$ cat src/rtl/rxs_pkg.sv
package rxs_pkg;
   typedef enum logic [2:0] {
      PH_IDLE  = 3'd0,
      PH_START = 3'd1,
      PH_DATA  = 3'd2,
      PH_NINTH = 3'd3,
      PH_STOP  = 3'd4
   } phase_t;
endpackage

$ cat src/rtl/rxs_sync.sv
module rxs_sync #(
   parameter int   STAGES    = 2,
   parameter logic IDLE_LVL  = 1'b1
) (
   input  logic clk,
   input  logic rst_n,
   input  logic din,
   output logic dout,
   output logic fall
);
   localparam int DEPTH = STAGES + 1;

   if (STAGES < 2) begin : g_bad_stages
      $error("rxs_sync: STAGES must be at least 2");
   end

   logic [DEPTH-1:0] pipe;

   always_ff @(posedge clk or negedge rst_n) begin
      if (!rst_n) pipe <= {DEPTH{IDLE_LVL}};
      else        pipe <= {pipe[DEPTH-2:0], din};
   end

   assign dout = pipe[STAGES-1];
   assign fall = pipe[STAGES] & ~pipe[STAGES-1];
endmodule

$ cat src/rtl/rxs_vote.sv
module rxs_vote #(
   parameter int CNT_W    = 4,
   parameter int MID      = 8,
   parameter bit MAJORITY = 1'b1
) (
   input  logic             clk,
   input  logic             rst_n,
   input  logic             tick,
   input  logic [CNT_W-1:0] cnt,
   input  logic             line,
   output logic             bit_val
);
   localparam logic [CNT_W-1:0] P_LO  = CNT_W'(MID - 1);
   localparam logic [CNT_W-1:0] P_MID = CNT_W'(MID);
   localparam logic [CNT_W-1:0] P_HI  = CNT_W'(MID + 1);

   if (MID < 1 || MID + 2 > (1 << CNT_W) - 1) begin : g_bad_mid
      $error("rxs_vote: sample window must fit inside the phase counter");
   end

   if (MAJORITY) begin : g_majority
      logic [2:0] smp;
      always_ff @(posedge clk or negedge rst_n) begin
         if (!rst_n) begin
            smp <= 3'b111;
         end else if (tick) begin
            if (cnt == P_LO)  smp[0] <= line;
            if (cnt == P_MID) smp[1] <= line;
            if (cnt == P_HI)  smp[2] <= line;
         end
      end
      assign bit_val = (smp[0] & smp[1]) | (smp[0] & smp[2]) | (smp[1] & smp[2]);
   end else begin : g_single
      logic smp;
      always_ff @(posedge clk or negedge rst_n) begin
         if (!rst_n)                     smp <= 1'b1;
         else if (tick && cnt == P_MID)  smp <= line;
      end
      assign bit_val = smp;
   end
endmodule

$ cat src/rtl/rxs_frame.sv
module rxs_frame
   import rxs_pkg::*;
#(
   parameter int DATA_W = 8,
   parameter int CNT_W  = 4,
   parameter int DECIDE = 10
) (
   input  logic              clk,
   input  logic              rst_n,
   input  logic              tick,
   input  logic              start_edge,
   input  logic              bit_val,
   input  logic              mp_en,
   input  logic              flag_now,
   output phase_t            phase,
   output logic [CNT_W-1:0]  cnt,
   output logic [DATA_W-1:0] shreg,
   output logic              ld_pulse,
   output logic              done_pulse
);
   localparam int IDX_W = (DATA_W > 1) ? $clog2(DATA_W) : 1;
   localparam logic [IDX_W-1:0] LAST_IDX = IDX_W'(DATA_W - 1);
   localparam logic [CNT_W-1:0] DEC_CNT  = CNT_W'(DECIDE);

   if (DATA_W < 2) begin : g_bad_width
      $error("rxs_frame: DATA_W must be at least 2");
   end
   if (DECIDE >= (1 << CNT_W)) begin : g_bad_decide
      $error("rxs_frame: decision count exceeds phase counter range");
   end

   logic [IDX_W-1:0] idx;
   logic             loaded;
   logic             at_dec;

   assign at_dec     = tick && (cnt == DEC_CNT);
   assign ld_pulse   = (phase == PH_NINTH) && at_dec && !flag_now && (!mp_en || bit_val);
   assign done_pulse = (phase == PH_STOP) && at_dec && loaded;

   always_ff @(posedge clk or negedge rst_n) begin
      if (!rst_n) begin
         phase  <= PH_IDLE;
         cnt    <= '0;
         idx    <= '0;
         shreg  <= '0;
         loaded <= 1'b0;
      end else if (phase == PH_IDLE) begin
         cnt <= '0;
         if (start_edge) begin
            phase  <= PH_START;
            loaded <= 1'b0;
         end
      end else if (tick) begin
         cnt <= cnt + 1'b1;
         if (cnt == DEC_CNT) begin
            unique case (phase)
               PH_START: begin
                  if (bit_val) begin
                     phase <= PH_IDLE;
                     cnt   <= '0;
                  end else begin
                     phase <= PH_DATA;
                     idx   <= '0;
                  end
               end
               PH_DATA: begin
                  shreg <= {bit_val, shreg[DATA_W-1:1]};
                  if (idx == LAST_IDX) phase <= PH_NINTH;
                  else                 idx   <= idx + 1'b1;
               end
               PH_NINTH: begin
                  loaded <= ld_pulse;
                  phase  <= PH_STOP;
               end
               PH_STOP: begin
                  phase <= PH_IDLE;
                  cnt   <= '0;
               end
               default: phase <= PH_IDLE;
            endcase
         end
      end
   end
endmodule

$ cat src/rtl/mp_serial_rx.sv
module mp_serial_rx
   import rxs_pkg::*;
#(
   parameter int DATA_W      = 8,
   parameter int CNT_W       = 4,
   parameter int SAMPLE_MID  = 8,
   parameter int SYNC_STAGES = 2,
   parameter bit MAJORITY    = 1'b1
) (
   input  logic              clk,
   input  logic              rst_n,
   input  logic              tick,
   input  logic              rxd,
   input  logic              mp_en,
   input  logic              rx_clr,
   output logic [DATA_W-1:0] rx_byte,
   output logic              rx_ninth,
   output logic              rx_flag
);
   localparam int DECIDE = SAMPLE_MID + 2;

   logic              line_s;
   logic              start_edge;
   logic              bit_val;
   phase_t            phase;
   logic [CNT_W-1:0]  cnt;
   logic [DATA_W-1:0] shreg;
   logic              ld_pulse;
   logic              done_pulse;

   rxs_sync #(.STAGES(SYNC_STAGES), .IDLE_LVL(1'b1)) u_sync (
      .clk  (clk),
      .rst_n(rst_n),
      .din  (rxd),
      .dout (line_s),
      .fall (start_edge)
   );

   rxs_vote #(.CNT_W(CNT_W), .MID(SAMPLE_MID), .MAJORITY(MAJORITY)) u_vote (
      .clk    (clk),
      .rst_n  (rst_n),
      .tick   (tick),
      .cnt    (cnt),
      .line   (line_s),
      .bit_val(bit_val)
   );

   rxs_frame #(.DATA_W(DATA_W), .CNT_W(CNT_W), .DECIDE(DECIDE)) u_frame (
      .clk       (clk),
      .rst_n     (rst_n),
      .tick      (tick),
      .start_edge(start_edge),
      .bit_val   (bit_val),
      .mp_en     (mp_en),
      .flag_now  (rx_flag),
      .phase     (phase),
      .cnt       (cnt),
      .shreg     (shreg),
      .ld_pulse  (ld_pulse),
      .done_pulse(done_pulse)
   );

   always_ff @(posedge clk or negedge rst_n) begin
      if (!rst_n) begin
         rx_byte  <= '0;
         rx_ninth <= 1'b0;
      end else if (ld_pulse) begin
         rx_byte  <= shreg;
         rx_ninth <= bit_val;
      end
   end

   always_ff @(posedge clk or negedge rst_n) begin
      if (!rst_n)          rx_flag <= 1'b0;
      else if (done_pulse) rx_flag <= 1'b1;
      else if (rx_clr)     rx_flag <= 1'b0;
   end
endmodule

$ cat config.mk
export PLATFORM = sky130hd
export DESIGN_NAME = mp_serial_rx
export DESIGN_NICKNAME = d
export VERILOG_FILES = /design/src/rtl/rxs_pkg.sv /design/src/rtl/rxs_sync.sv /design/src/rtl/rxs_vote.sv /design/src/rtl/rxs_frame.sv /design/src/rtl/mp_serial_rx.sv
export SDC_FILE = /design/constraint.sdc
export NUM_CORES = 1
export LEC_CHECK = 0
export ABC_CLOCK_PERIOD_IN_PS = 5300
export BUFFER_PORTS_ARGS = -buffer_cell sky130_fd_sc_hd__buf_2
export CORE_MARGIN = 8
export CORE_UTILIZATION = 50
export DETAILED_ROUTE_END_ITERATION = 16
export HOLD_SLACK_MARGIN = 0.1
export PLACE_DENSITY = 0.69
export SYNTH_ARGS = -nofsm -noshare
export SYNTH_HDL_FRONTEND = slang
export SYNTH_SLANG_ARGS = --single-unit
$ cat constraint.sdc
create_clock -name clk -period 5.3 [get_ports clk]
set_input_delay 0.795 -clock clk [delete_from_list [all_inputs] [get_ports clk]]
set_output_delay 0.795 -clock clk [all_outputs]
set_load 0.01 [all_outputs]
# == Word-level counts from Yosys, hierarchy flattened ==
# Cells that the tools add are included.
# word_totals
reg_bits,35
input_bits,6
out_inout_bits,10
wordCells,79
# classes
addsub,2
eq_ne,13
mux,22
n_bitwise,8
n_reduce_logical,22
# ops
operator,n
3-bit 2-to-1 mux,7
4-bit 2-to-1 mux,4
"4-bit == test, second input constant",3
4-bit AND reduction,3
2-bit nonzero test,5
3-bit one-hot mux with 3 select lines,1
4-bit one-hot mux with 2 select lines,1
1-bit 2-to-1 mux,7
"3-bit by 2-bit == test with 1-bit output, second input constant",2
"3-bit == test, second input constant",2
1-bit logical AND,6
"2-bit inequality test, second input constant",3
3-bit one-hot mux with 2 select lines,1
2-bit AND reduction,3
6-bit AND reduction,1
"4-bit by 1-bit adder with 4-bit output, second input constant",1
1-bit AND,4
"4-bit by 3-bit == test with 1-bit output, second input constant",1
"3-bit by 1-bit adder with 3-bit output, second input constant",1
"3-bit by 1-bit == test with 1-bit output, second input constant",1
3-bit zero test,1
"3-bit by 1-bit inequality test with 1-bit output, second input constant",1
1-bit zero test,2
2-bit 2-to-1 mux,1
other kinds (3),5

# == Longest topological paths before layout ==
# logic_depth
word_depth,9
mapped_depth,7

# == Cells and area by module ==
# Synthesis repeated with hierarchy kept, for this count alone.
# unflattened
cells_unflattened,134
hier_area_um2,1707.9
# by_module_without_submodules
module,n_inst,cells_each,area_each_um2,seq_area_each_um2
rxs_frame,1,95,1047.3,475.5
mp_serial_rx,1,22,407.9,250.2
rxs_vote,1,13,160.2,78.8
rxs_sync,1,4,92.6,78.8

# == Worst setup path after synthesis ==
# No wires, ideal clock.
# synth_path
path_type,input to register
from,input port tick
to,register rx_byte[0]
arrival_ns,1.917
required_ns,5.175
slack_ns,3.258
stages,5
path_buffers,1
path_cell_list,and4b_2 nand4b_4 a211o_1 buf_6 mux2_4
# synth_via
elab_chain_len,4
# synth_rtl
item,line_no,text
start: declaration,mp_serial_rx.sv:12,"input logic tick,"
1-bit logical AND,rxs_frame.sv:36,assign at_dec = tick && (cnt == DEC_CNT);
1-bit logical AND (3 in series),rxs_frame.sv:37,assign ld_pulse = (phase == PH_NINTH) && at_dec && !flag_now && (!mp_en || bit_val);
end signal: assignment,mp_serial_rx.sv:68,rx_byte <= shreg;
end: declaration,mp_serial_rx.sv:16,"output logic [DATA_W-1:0] rx_byte,"
# No other way between the ends.
# A chain may end at the register's enable or synchronous reset.

# == Worst setup path in the final report ==
# layout_path
from,register u_frame.cnt[0]
to,register rx_byte[6]
# layout_via
elab_chain_len,5
# layout_rtl
item,line_no,text
start: declaration,rxs_frame.sv:16,"output logic [CNT_W-1:0] cnt,"
start signal: assignment,rxs_frame.sv:54,cnt <= cnt + 1'b1;
4-bit == test,rxs_frame.sv:36,
1-bit logical AND,rxs_frame.sv:36,
1-bit logical AND (3 in series),rxs_frame.sv:37,
# No other way between the ends.

==> run metrics <==
Pleak=0.000946 uW; root buffer cell=clkbuf_4; DRT Wirelength=just under 3000 microns; WHS=~370 ps; # fillers=approximately 260; hold path startpoint=u_sync.pipe[0]; outcome=finished clean; worst-margin pin slew=around 740 ps; Via density=approximately 5.4; share of cells above drive strength 1=0.366; Routed Antenna Nets=0; clock latency on the worst-skew pair=330 ps; CTS tree=done; cell row count=20; router iterations before antenna repair=4; Slew HR=0.509; Req. time, crit path=roughly 5500 ps; area of placed instances=approximately 1700 sq um; Yosys Warn Count=0; RR Startpoint=u_frame.cnt[0]; maxcap violations=0; crit-path max FO=9; fin. max-slew vios=0; Gate Count Post-Synth=about 130; Post-Route Utilization=0.589; gpl congestion=~0.79; Initial Util=0.529; Post-Place Setup Slack=2920 ps; most frequent cells in the layout=dfrtp_1 (29), buf_2 (15), mux2_2 (12); Layout area overhead=11.4%; CTS buffer count=5; vias after detailed routing=roughly 1.0k; antenna cells=0; Mapped Area=~1600 sq um; startpoint types=flip-flop; CTS H-tree lvls=2; RSZ-0062 raised after global routing=false; IO Pins=16; Syn Nets=138; Netlist cell types=37; initial antenna violation count=0; EDFF count, synth=0; setup_tns=0 ps; clock sink count=35; Hold Path Class=flip-flop to flip-flop; DIE AREA=~5300 sq um; post-route design area=between 1500 and 2000 sq um; grt ovf=0; fraction of registers with async set/reset=1.00; Mean Syn Cell Area=between 10 and 15 sq um; Reg clk slew, reported paths=roughly 110 ps; CTS Hold Buffers Added=0; Setup crit end kind=flip-flop; clk buf depth=2; Worst Skew=about 6.2 ps; Die X=around 73 microns; DP Wirelength=about 2200 microns; cts repair resizes=0; starting DRC count in detailed routing=27; post-CTS setup buffers=0; most common cell after layout, fill and taps aside=dfrtp_1; area of the core=between 3000 and 4000 sq um; minimum clock period=2180 ps; nets@finish=between 150 and 200; routed len/inst=roughly 15 microns; Final Hold Fails=0; PnR worst setup slack=3120 ps; All-Layer GR Usage=0.122; Synth Flop Type=dfrtp_1; largest net degree at the start of global routing=36; Peak VDD IR=~0.17 mV; fin crit share=0.412; global-route wire length before repair=between 4000 and 5000 microns; CP arrival=~2400 ps; Seq/Total Area, Yosys=0.543; Die Y=between 70 and 80 microns; endpoints failing setup=0; path type of the worst setup path=flip-flop to flip-flop; PortBufs=15; vias in the first global route=about 1.1k; Critical path origin=u_frame.cnt[0]; DRC=0; Cell Pwr Density=between 300 and 400 nW/um^2; Yosys reg bits=35; fmax=about 460 MHz
[through the flow]
stage,power (uW),cells
after floorplan,442,126
after global placement,467,181
after detailed placement,478,181
after CTS,671,189
after global routing,709,189
final,664,189
[cells by family after synthesis]
group,after synthesis,synth area share
mux,20,0.157
simple gates,33,0.128
buf+inv,9,0.0277
compound gates,22,0.0930
flops,35,0.543
fa+ha+maj,7,0.0523
[sequential cells by signal, summed over array words and instances, names as in the netlist]
name                   cells
rx_byte                    8
rx_flag                    1
rx_ninth                   1
u_frame.cnt                4
u_frame.idx                3
u_frame.loaded             1
u_frame.phase              3
u_frame.shreg              8
u_sync.pipe                3
u_vote.g_majority.smp      3
[power breakdown]
| group | internal [uW] | leakage [uW] | switching [uW] |
|---|---|---|---|
| Combinational | 55.4 | 0.000439 | 71.0 |
| Clock | 99.3 | 0.0000452 | 92.4 |
| Sequential | 302 | 0.000461 | 44.4 |
| Total | 456 | 0.000946 | 208 |
[cell usage after synthesis (all sizes together) (3+ instances only)]
cell	n	share of area
o21ai	7	0.022
nand4b	3	0.025
mux2	20	0.16
nor2	5	0.012
dfrtp	29	0.45
inv	5	0.012
dfstp	6	0.097
ha	6	0.046
nand2	7	0.016
nand3	5	0.015
buf	4	0.016
[final timing paths]
path	endpoint	cells past startpoint	slack, ps
worst max-delay path	rx_byte[6]	6	3120
worst min-delay path	u_sync.pipe[1]	0	370
worst max register to register	rx_byte[6]	6	3120
worst min register to register	u_sync.pipe[1]	0	370
max in group asynchronous	u_frame.shreg[6]	1	4320
min in group asynchronous	u_frame.phase[0]	1	510
[worst max-delay path: stages, from the launching register on]
cell      delay [ps]
dfrtp_1          410
inv_1            150
ha_1             190
and4b_2          300
nand4b_4         140
a211o_1          500
mux2_4           370
[metal layers]
metal / global-route usage / vias to the layer above / wire length, microns / share of wire
met2: 0.192 / 16 / 1460 / 0.50
met4: 0.0533 / 0 / 22 / 0.0075
met1: 0.145 / 501 / 1300 / 0.44
met5: 0 / - / 0 / 0
met3: 0.0440 / 2 / 145 / 0.050
li1: - / 496 / - / -
[final cells by class]
class	count	area [sq um]	share of cell area
inverter	5	18.8	0.0104
timing repair buffer	15	75.1	0.0414
sequential	35	883	0.487
tap	44	55.1	0.0304
multi-input combinational	82	699	0.386
clock inverter	3	43.8	0.0242
clock buffer	5	37.5	0.0207
Power figures use the tool's default switching activity.
